<file path="src/rtl/wbq_pkg.sv">
// Shared types for the writeback scoreboard queue.
// Assumes a 5-bit register index and a 32-bit data value per record.
package wbq_pkg;

    localparam int REG_IDX_W = 5;
    localparam int WB_DATA_W = 32;

    typedef enum logic [1:0] {
        WB_KIND_ALU   = 2'd0,
        WB_KIND_LOAD  = 2'd1,
        WB_KIND_STORE = 2'd2,
        WB_KIND_HOST  = 2'd3
    } wb_kind_e;

    typedef struct packed {
        wb_kind_e               kind;
        logic [REG_IDX_W-1:0]   dest;
        logic [WB_DATA_W-1:0]   data;
    } wb_entry_t;

    // True for record kinds that will write a register at writeback.
    function automatic logic kind_writes_reg(input wb_kind_e k);
        return (k == WB_KIND_ALU) || (k == WB_KIND_LOAD);
    endfunction

endpackage

</file>
<file path="src/rtl/wbq_ctrl.sv">
// Pointer and occupancy control for the scoreboard queue.
// Decides which push and pop requests are accepted, and keeps the read pointer,
// the write pointer and the occupancy count. Clear overrides push and pop.
// Assumes DEPTH >= 2.
module wbq_ctrl #(
    parameter int DEPTH = 2,
    localparam int PTR_W = $clog2(DEPTH),
    localparam int CNT_W = $clog2(DEPTH + 1)
) (
    input  logic             clk,
    input  logic             rst_n,
    input  logic             clear,
    input  logic             push_req,
    input  logic             pop_req,
    output logic             push_fire,
    output logic             pop_fire,
    output logic [PTR_W-1:0] wr_ptr,
    output logic [PTR_W-1:0] rd_ptr,
    output logic [CNT_W-1:0] occupancy,
    output logic             full,
    output logic             empty
);

    localparam logic [PTR_W-1:0] LAST_SLOT = PTR_W'(DEPTH - 1);
    localparam logic [CNT_W-1:0] MAX_OCC   = CNT_W'(DEPTH);

    // Occupancy flags, taken from the count before the edge.
    always_comb begin
        full  = (occupancy == MAX_OCC);
        empty = (occupancy == '0);
    end

    // Request acceptance: gated by the flags and overridden by clear.
    always_comb begin
        push_fire = push_req && !full && !clear;
        pop_fire  = pop_req && !empty && !clear;
    end

    // Pointer and count update, with a wrap at the last slot.
    always_ff @(posedge clk) begin
        if (!rst_n || clear) begin
            wr_ptr    <= '0;
            rd_ptr    <= '0;
            occupancy <= '0;
        end else begin
            if (push_fire)
                wr_ptr <= (wr_ptr == LAST_SLOT) ? '0 : wr_ptr + 1'b1;
            if (pop_fire)
                rd_ptr <= (rd_ptr == LAST_SLOT) ? '0 : rd_ptr + 1'b1;
            case ({push_fire, pop_fire})
                2'b10:   occupancy <= occupancy + 1'b1;
                2'b01:   occupancy <= occupancy - 1'b1;
                default: occupancy <= occupancy;
            endcase
        end
    end

    assert_occupancy_bound_R3: assert property (@(posedge clk) disable iff (!rst_n)
        occupancy <= MAX_OCC);

    assert_full_drops_push_R3: assert property (@(posedge clk) disable iff (!rst_n)
        (push_req && full && !pop_req && !clear) |=> full);

    assert_empty_ignores_pop_R4: assert property (@(posedge clk) disable iff (!rst_n)
        (pop_req && empty && !push_req && !clear) |=> empty);

    assert_swap_keeps_occupancy_R9: assert property (@(posedge clk) disable iff (!rst_n)
        (push_req && pop_req && !full && !empty && !clear) |=> $stable(occupancy));

    assert_clear_empties_R10: assert property (@(posedge clk) disable iff (!rst_n)
        clear |=> empty);

endmodule

</file>
<file path="src/rtl/wbq_store.sv">
// Record storage for the scoreboard queue.
// Each slot holds one record and a valid bit. A slot is written and marked valid
// on an accepted push, and marked invalid on an accepted pop or on clear.
// Assumes the control never pushes and pops the same slot in one cycle.
module wbq_store
    import wbq_pkg::*;
#(
    parameter int DEPTH = 2,
    localparam int PTR_W = $clog2(DEPTH)
) (
    input  logic             clk,
    input  logic             rst_n,
    input  logic             clear,
    input  logic             push_fire,
    input  logic             pop_fire,
    input  logic [PTR_W-1:0] wr_ptr,
    input  logic [PTR_W-1:0] rd_ptr,
    input  wb_entry_t        push_entry,
    output wb_entry_t        slot_entry [DEPTH],
    output logic [DEPTH-1:0] slot_valid,
    output wb_entry_t        head_entry
);

    for (genvar s = 0; s < DEPTH; s++) begin : g_slot
        localparam logic [PTR_W-1:0] SLOT_ID = PTR_W'(s);

        // Slot valid bit: set by a push into this slot, cleared by a pop from it.
        always_ff @(posedge clk) begin
            if (!rst_n || clear)
                slot_valid[s] <= 1'b0;
            else if (push_fire && wr_ptr == SLOT_ID)
                slot_valid[s] <= 1'b1;
            else if (pop_fire && rd_ptr == SLOT_ID)
                slot_valid[s] <= 1'b0;
        end

        // Slot payload: captured on a push into this slot.
        always_ff @(posedge clk) begin
            if (!rst_n)
                slot_entry[s] <= '0;
            else if (push_fire && wr_ptr == SLOT_ID)
                slot_entry[s] <= push_entry;
        end

        assert_no_overwrite_R3: assert property (@(posedge clk) disable iff (!rst_n)
            (push_fire && wr_ptr == SLOT_ID) |-> !slot_valid[s]);
    end

    // Head view: the oldest record, or zero when that slot holds nothing.
    always_comb begin
        head_entry = slot_valid[rd_ptr] ? slot_entry[rd_ptr] : '0;
    end

endmodule

</file>
<file path="src/rtl/wbq_probe.sv">
// One associative lookup port of the scoreboard queue.
// Reports whether any valid slot holds a register-writing record whose
// destination equals the probe index. Assumes the slot valid bits are current.
module wbq_probe
    import wbq_pkg::*;
#(
    parameter int DEPTH = 2
) (
    input  logic                 clk,
    input  logic                 rst_n,
    input  wb_entry_t            slot_entry [DEPTH],
    input  logic [DEPTH-1:0]     slot_valid,
    input  logic [REG_IDX_W-1:0] probe_idx,
    output logic                 hit
);

    logic [DEPTH-1:0] slot_match;

    // Per-slot match: valid, writes a register, same destination.
    always_comb begin
        for (int s = 0; s < DEPTH; s++) begin
            slot_match[s] = slot_valid[s]
                         && kind_writes_reg(slot_entry[s].kind)
                         && (slot_entry[s].dest == probe_idx);
        end
    end

    // Reduce the per-slot matches to one hit.
    always_comb begin
        hit = |slot_match;
    end

    assert_hit_needs_entry_R8: assert property (@(posedge clk) disable iff (!rst_n)
        hit |-> (slot_valid != '0));

endmodule

</file>
<file path="src/rtl/wb_scoreboard_queue.sv">
// Writeback scoreboard queue: a FIFO of pending writeback records with two
// independent lookup ports for read-after-write hazard detection.
// Assumes the issue side pushes at most one record per cycle and the
// writeback side pops at most one. Lookups see the state before the edge.
module wb_scoreboard_queue
    import wbq_pkg::*;
#(
    parameter int DEPTH = 2,
    localparam int PTR_W = $clog2(DEPTH),
    localparam int CNT_W = $clog2(DEPTH + 1),
    localparam int NUM_PORTS = 2
) (
    input  logic                 clk,
    input  logic                 rst_n,
    input  logic                 clear,
    input  logic                 push_valid,
    input  logic [1:0]           push_kind,
    input  logic [REG_IDX_W-1:0] push_dest,
    input  logic [WB_DATA_W-1:0] push_data,
    input  logic                 pop_req,
    output logic [1:0]           head_kind,
    output logic [REG_IDX_W-1:0] head_dest,
    output logic [WB_DATA_W-1:0] head_data,
    output logic                 full,
    output logic                 empty,
    input  logic [REG_IDX_W-1:0] look_a_idx,
    output logic                 look_a_hit,
    input  logic [REG_IDX_W-1:0] look_b_idx,
    output logic                 look_b_hit
);

    logic             push_fire;
    logic             pop_fire;
    logic [PTR_W-1:0] wr_ptr;
    logic [PTR_W-1:0] rd_ptr;
    logic [CNT_W-1:0] occupancy;
    wb_entry_t        push_entry;
    wb_entry_t        head_entry;
    wb_entry_t        slot_entry [DEPTH];
    logic [DEPTH-1:0] slot_valid;

    logic [REG_IDX_W-1:0] look_idx [NUM_PORTS];
    logic [NUM_PORTS-1:0] look_hit;

    // Pack the push fields into one record.
    always_comb begin
        push_entry.kind = wb_kind_e'(push_kind);
        push_entry.dest = push_dest;
        push_entry.data = push_data;
    end

    // Unpack the head record onto the ports.
    always_comb begin
        head_kind = head_entry.kind;
        head_dest = head_entry.dest;
        head_data = head_entry.data;
    end

    // Gather the lookup ports into arrays for the generated probes.
    always_comb begin
        look_idx[0] = look_a_idx;
        look_idx[1] = look_b_idx;
        look_a_hit  = look_hit[0];
        look_b_hit  = look_hit[1];
    end

    wbq_ctrl #(.DEPTH(DEPTH)) ctrl_i (
        .clk       (clk),
        .rst_n     (rst_n),
        .clear     (clear),
        .push_req  (push_valid),
        .pop_req   (pop_req),
        .push_fire (push_fire),
        .pop_fire  (pop_fire),
        .wr_ptr    (wr_ptr),
        .rd_ptr    (rd_ptr),
        .occupancy (occupancy),
        .full      (full),
        .empty     (empty)
    );

    wbq_store #(.DEPTH(DEPTH)) store_i (
        .clk        (clk),
        .rst_n      (rst_n),
        .clear      (clear),
        .push_fire  (push_fire),
        .pop_fire   (pop_fire),
        .wr_ptr     (wr_ptr),
        .rd_ptr     (rd_ptr),
        .push_entry (push_entry),
        .slot_entry (slot_entry),
        .slot_valid (slot_valid),
        .head_entry (head_entry)
    );

    for (genvar p = 0; p < NUM_PORTS; p++) begin : g_probe
        wbq_probe #(.DEPTH(DEPTH)) probe_i (
            .clk        (clk),
            .rst_n      (rst_n),
            .slot_entry (slot_entry),
            .slot_valid (slot_valid),
            .probe_idx  (look_idx[p]),
            .hit        (look_hit[p])
        );
    end

    assert_flags_exclusive_R3: assert property (@(posedge clk) disable iff (!rst_n)
        !(full && empty));

    assert_valid_count_R2: assert property (@(posedge clk) disable iff (!rst_n)
        $countones(slot_valid) == int'(occupancy));

    assert_empty_head_zero_R2: assert property (@(posedge clk) disable iff (!rst_n)
        empty |-> (head_kind == 2'd0 && head_dest == '0 && head_data == '0));

    assert_clear_silences_R10: assert property (@(posedge clk) disable iff (!rst_n)
        clear |=> (!look_a_hit && !look_b_hit));

    assert_empty_no_hit_R8: assert property (@(posedge clk) disable iff (!rst_n)
        empty |-> (!look_a_hit && !look_b_hit));

endmodule

</file>
<file path="config.mk">
export PLATFORM = sky130hd
export DESIGN_NAME = wb_scoreboard_queue
export DESIGN_NICKNAME = d
export VERILOG_FILES = /design/src/rtl/wbq_pkg.sv /design/src/rtl/wbq_ctrl.sv /design/src/rtl/wbq_store.sv /design/src/rtl/wbq_probe.sv /design/src/rtl/wb_scoreboard_queue.sv
export SDC_FILE = /design/constraint.sdc
export NUM_CORES = 1
export LEC_CHECK = 0
export ABC_AREA = 0
export CAP_MARGIN = 20
export CELL_PAD_IN_SITES_DETAIL_PLACEMENT = 1
export CELL_PAD_IN_SITES_GLOBAL_PLACEMENT = 2
export CORE_AREA = 5 5 129 131
export DETAILED_ROUTE_END_ITERATION = 12
export DIE_AREA = 0 0 134 136
export HOLD_SLACK_MARGIN = 0.06
export PLACE_DENSITY_LB_ADDON = 0.1
export RECOVER_POWER = 25
export SETUP_SLACK_MARGIN = 0.1
export SYNTH_ARGS = -nofsm -noshare
export SYNTH_HDL_FRONTEND = slang
export SYNTH_SLANG_ARGS = --single-unit
</file>
<file path="constraint.sdc">
create_clock -name clk -period 1.7 [get_ports clk]
set_input_delay 0.17 -clock clk [delete_from_list [all_inputs] [get_ports clk]]
set_output_delay 0.17 -clock clk [all_outputs]
set_load 0.03 [all_outputs]
</file>
==> out/results.ini <==
[synth]
ys_types = 24
synth_area_leaders = dfxtp_1, mux2i_1, nand2_1
syn_nets = 506
synth_top_area_cell = dfxtp_1
yosys_warnings = 0
synth.most_common_cell = nand2_1
synth_edf_count = 0
mappedNetlistArea_um2 = 4070
seq_area_frac_synth_pct = 41.3
async_reset_ff_share_pct = 0
avgSynthCellArea_um2 = 9.03
ys_ff_latch = 84
synth_ff_type = dfxtp_1
syn_inst = 451
yosys-top-cells-count = nand2_1, mux2i_1, dfxtp_1
yosysTopAreaCellShare_pct = 41.3

[power]
p_per_area_nw_per_um2 = 709
power.total_uw = 4550
peakVddDrop_v = 0.000394
power_leakage_uw = 0.00265

[floorplanning]
die_y_um = 136
start_util_pct = 26.3
die_w_um = 134
fp-row-count = 46
fp.coreArea_um2 = 15500
die_area_um2 = 18200
ios = 97

[grt]
antenna_found_initial = 0
grt_pass1_wl_mm = 19.2
grtUsageTotal_pct = 13.3
grt_pass1_vias = 3806
grt_overflow = 0
grt_max_degree = 42

[timing]
fin_crit_ps = 1770
fin_ws_ps = -67.1
max_slew.worst_pin.slew_ps = 327
hold_viol_final = 0
fin_crit_sh_pct = 104
setup_viol = 31
slew_viol_final = 0
max_freq_mhz = 566
slew-limit-headroom_pct = 77.6
fin_setup_tns_ps = -1150
grt_setup_unrepaired = true
skew_ps = 4.37

[worst_setup_path]
cp-start-kind = flip-flop
path_class = flip-flop to output pin
cp_max_fo = 6
crit_path_end_kind = output pin
crit_required_ps = 1530
arrival_ps = 1600
crit_path_frequent_cell = buf_6
cp_top_family = buffers and inverters
crit_slowest_cell = dfxtp_4
critPathMaxStageDelay_ps = 370
path_cells = mux2i_4 > buf_12 > buf_6 > buf_8 > nor2_2 > buf_6
cp.buffers_inverters = 4

[cts]
cts_tree = yes
cts_max_path_buffers = 2
htreeDepth = 3
clk_latency_ps = 330
cts_root_buf = clkbuf_16
clk_pin_slew_ps = 60
cts_buffers = 9
clock-sinks = 84

[place]
portBuffers = 96
dp.final_hpwl_mm = 8.52
dpl_cell_area_um2 = 5360
gp_congestion = 0.758
dp_cells = 734

[detailed_routing]
routed_wl_mm = 12.6
first_pass_iters = 4
first_iter_violations = 79
ant_nets = 0
route.vias.total = 3527
via_per_inst = 4.58
drc = 0
wl_per_cell_um = 16.4

[worst_hold_path]
hp-class = primary input to flip-flop

[final_layout]
utilization_pct = 41.4
layout-drive-gt1-share_pct = 30.4
final_nets = 629
layoutNonFillerInstCount = 770
postLayoutCellArea_um2 = 6410
antenna_cells = 0
syn2layout_area_growth_pct = 57.4

[job]
cap_violations = 0

[run_status]
violations = negative setup slack
status = finished with violations

==> state kept, by name (all words and copies together), names as in the netlist <==
register / cells
ctrl_i.occupancy: 2
ctrl_i.rd_ptr: 1
ctrl_i.wr_ptr: 1
store_i.slot_entry: 78
store_i.slot_valid: 2
==> where the power goes <==
part / internal (µW) / switching (µW) / leakage (µW)
clock network: 1060 / 755 / 0.000135
logic: 351 / 299 / 0.00182
registers: 2030 / 50.9 / 0.000689
total: 3440 / 1100 / 0.00265
==> routing by layer <==
layer  up-vias  part of all wire [%]  global-route usage [%]
met1      1707                    45                    15.8
met4         0                   1.3                    4.86
met5         -                     0                       0
met3        13                   3.1                    2.70
met2        60                    51                    23.8
li1       1747                     -                       -
==> worst min-delay path: stages <==
cell and delay (ps):
buf_4 180, nand2_1 90, mux2i_1 60
==> final cells by class <==
type | count | area, µm²
well taps | 192 | 240
inverters | 3 | 11.3
clock inverters | 2 | 10.0
multi-input cells | 332 | 2540
clock buffers | 13 | 260
repair buffers | 144 | 1640
fillers | 1702 | 9070
flip-flops and latches | 84 | 1700
==> placed cells by master (no fill, tap or decap), drive strengths merged, types with 4 or more instances in the layout <==
cell type / instances
nand4: 4
buf: 83
dfxtp: 84
nor2: 42
mux2i: 118
or3: 4
a21oi: 5
nand2: 121
clkbuf: 22
clkdlybuf4s50: 51
xnor2: 21
==> final timing paths <==
check,start,endpoint,slack [ps],depth (start not counted)
setup / recovery,ctrl_i.rd_ptr,head_kind[1],-70,6
hold / removal,rst_n,store_i.slot_entry[58],220,3
setup reg to reg,ctrl_i.occupancy[1],ctrl_i.occupancy[1],-20,6
hold reg to reg,store_i.slot_entry[9],store_i.slot_entry[9],460,2
==> metrics by stage <==
stage | worst slack [ps] | hold slack [ps]
after global placement | -267 | 443
after floorplan | 39.8 | 331
final | -67.1 | 218
after global routing | -120 | 228
after detailed placement | -279 | 456
after CTS | -133 | 197
==> repair_timing <==
item                                    in CTS  in global routing
cloned                                       2                  6
setup buffers                                4                 10
endpoints found under the setup margin      91                 60
gates resized for setup                     73                165
hold buffers                                 0                  0
pin swaps                                    1                 11
==> logic make-up (layout without fill, tap and decap cells) <==
| group | Yosys count | count (layout) | share of synthesized area [%] |
|---|---|---|---|
| AOI/OAI and AO/OA | 12 | 12 | 1.66 |
| xor gates and xnor gates | 22 | 22 | 4.73 |
| adders and majority gates | 1 | 1 | 0.307 |
| buffers and inverters | 35 | 162 | 5.01 |
| DFF | 84 | 84 | 41.3 |
| muxes | 118 | 118 | 29.0 |
| and+or+nand+nor | 179 | 179 | 18.0 |
Note: power is estimated with default switching activity, not from simulation.
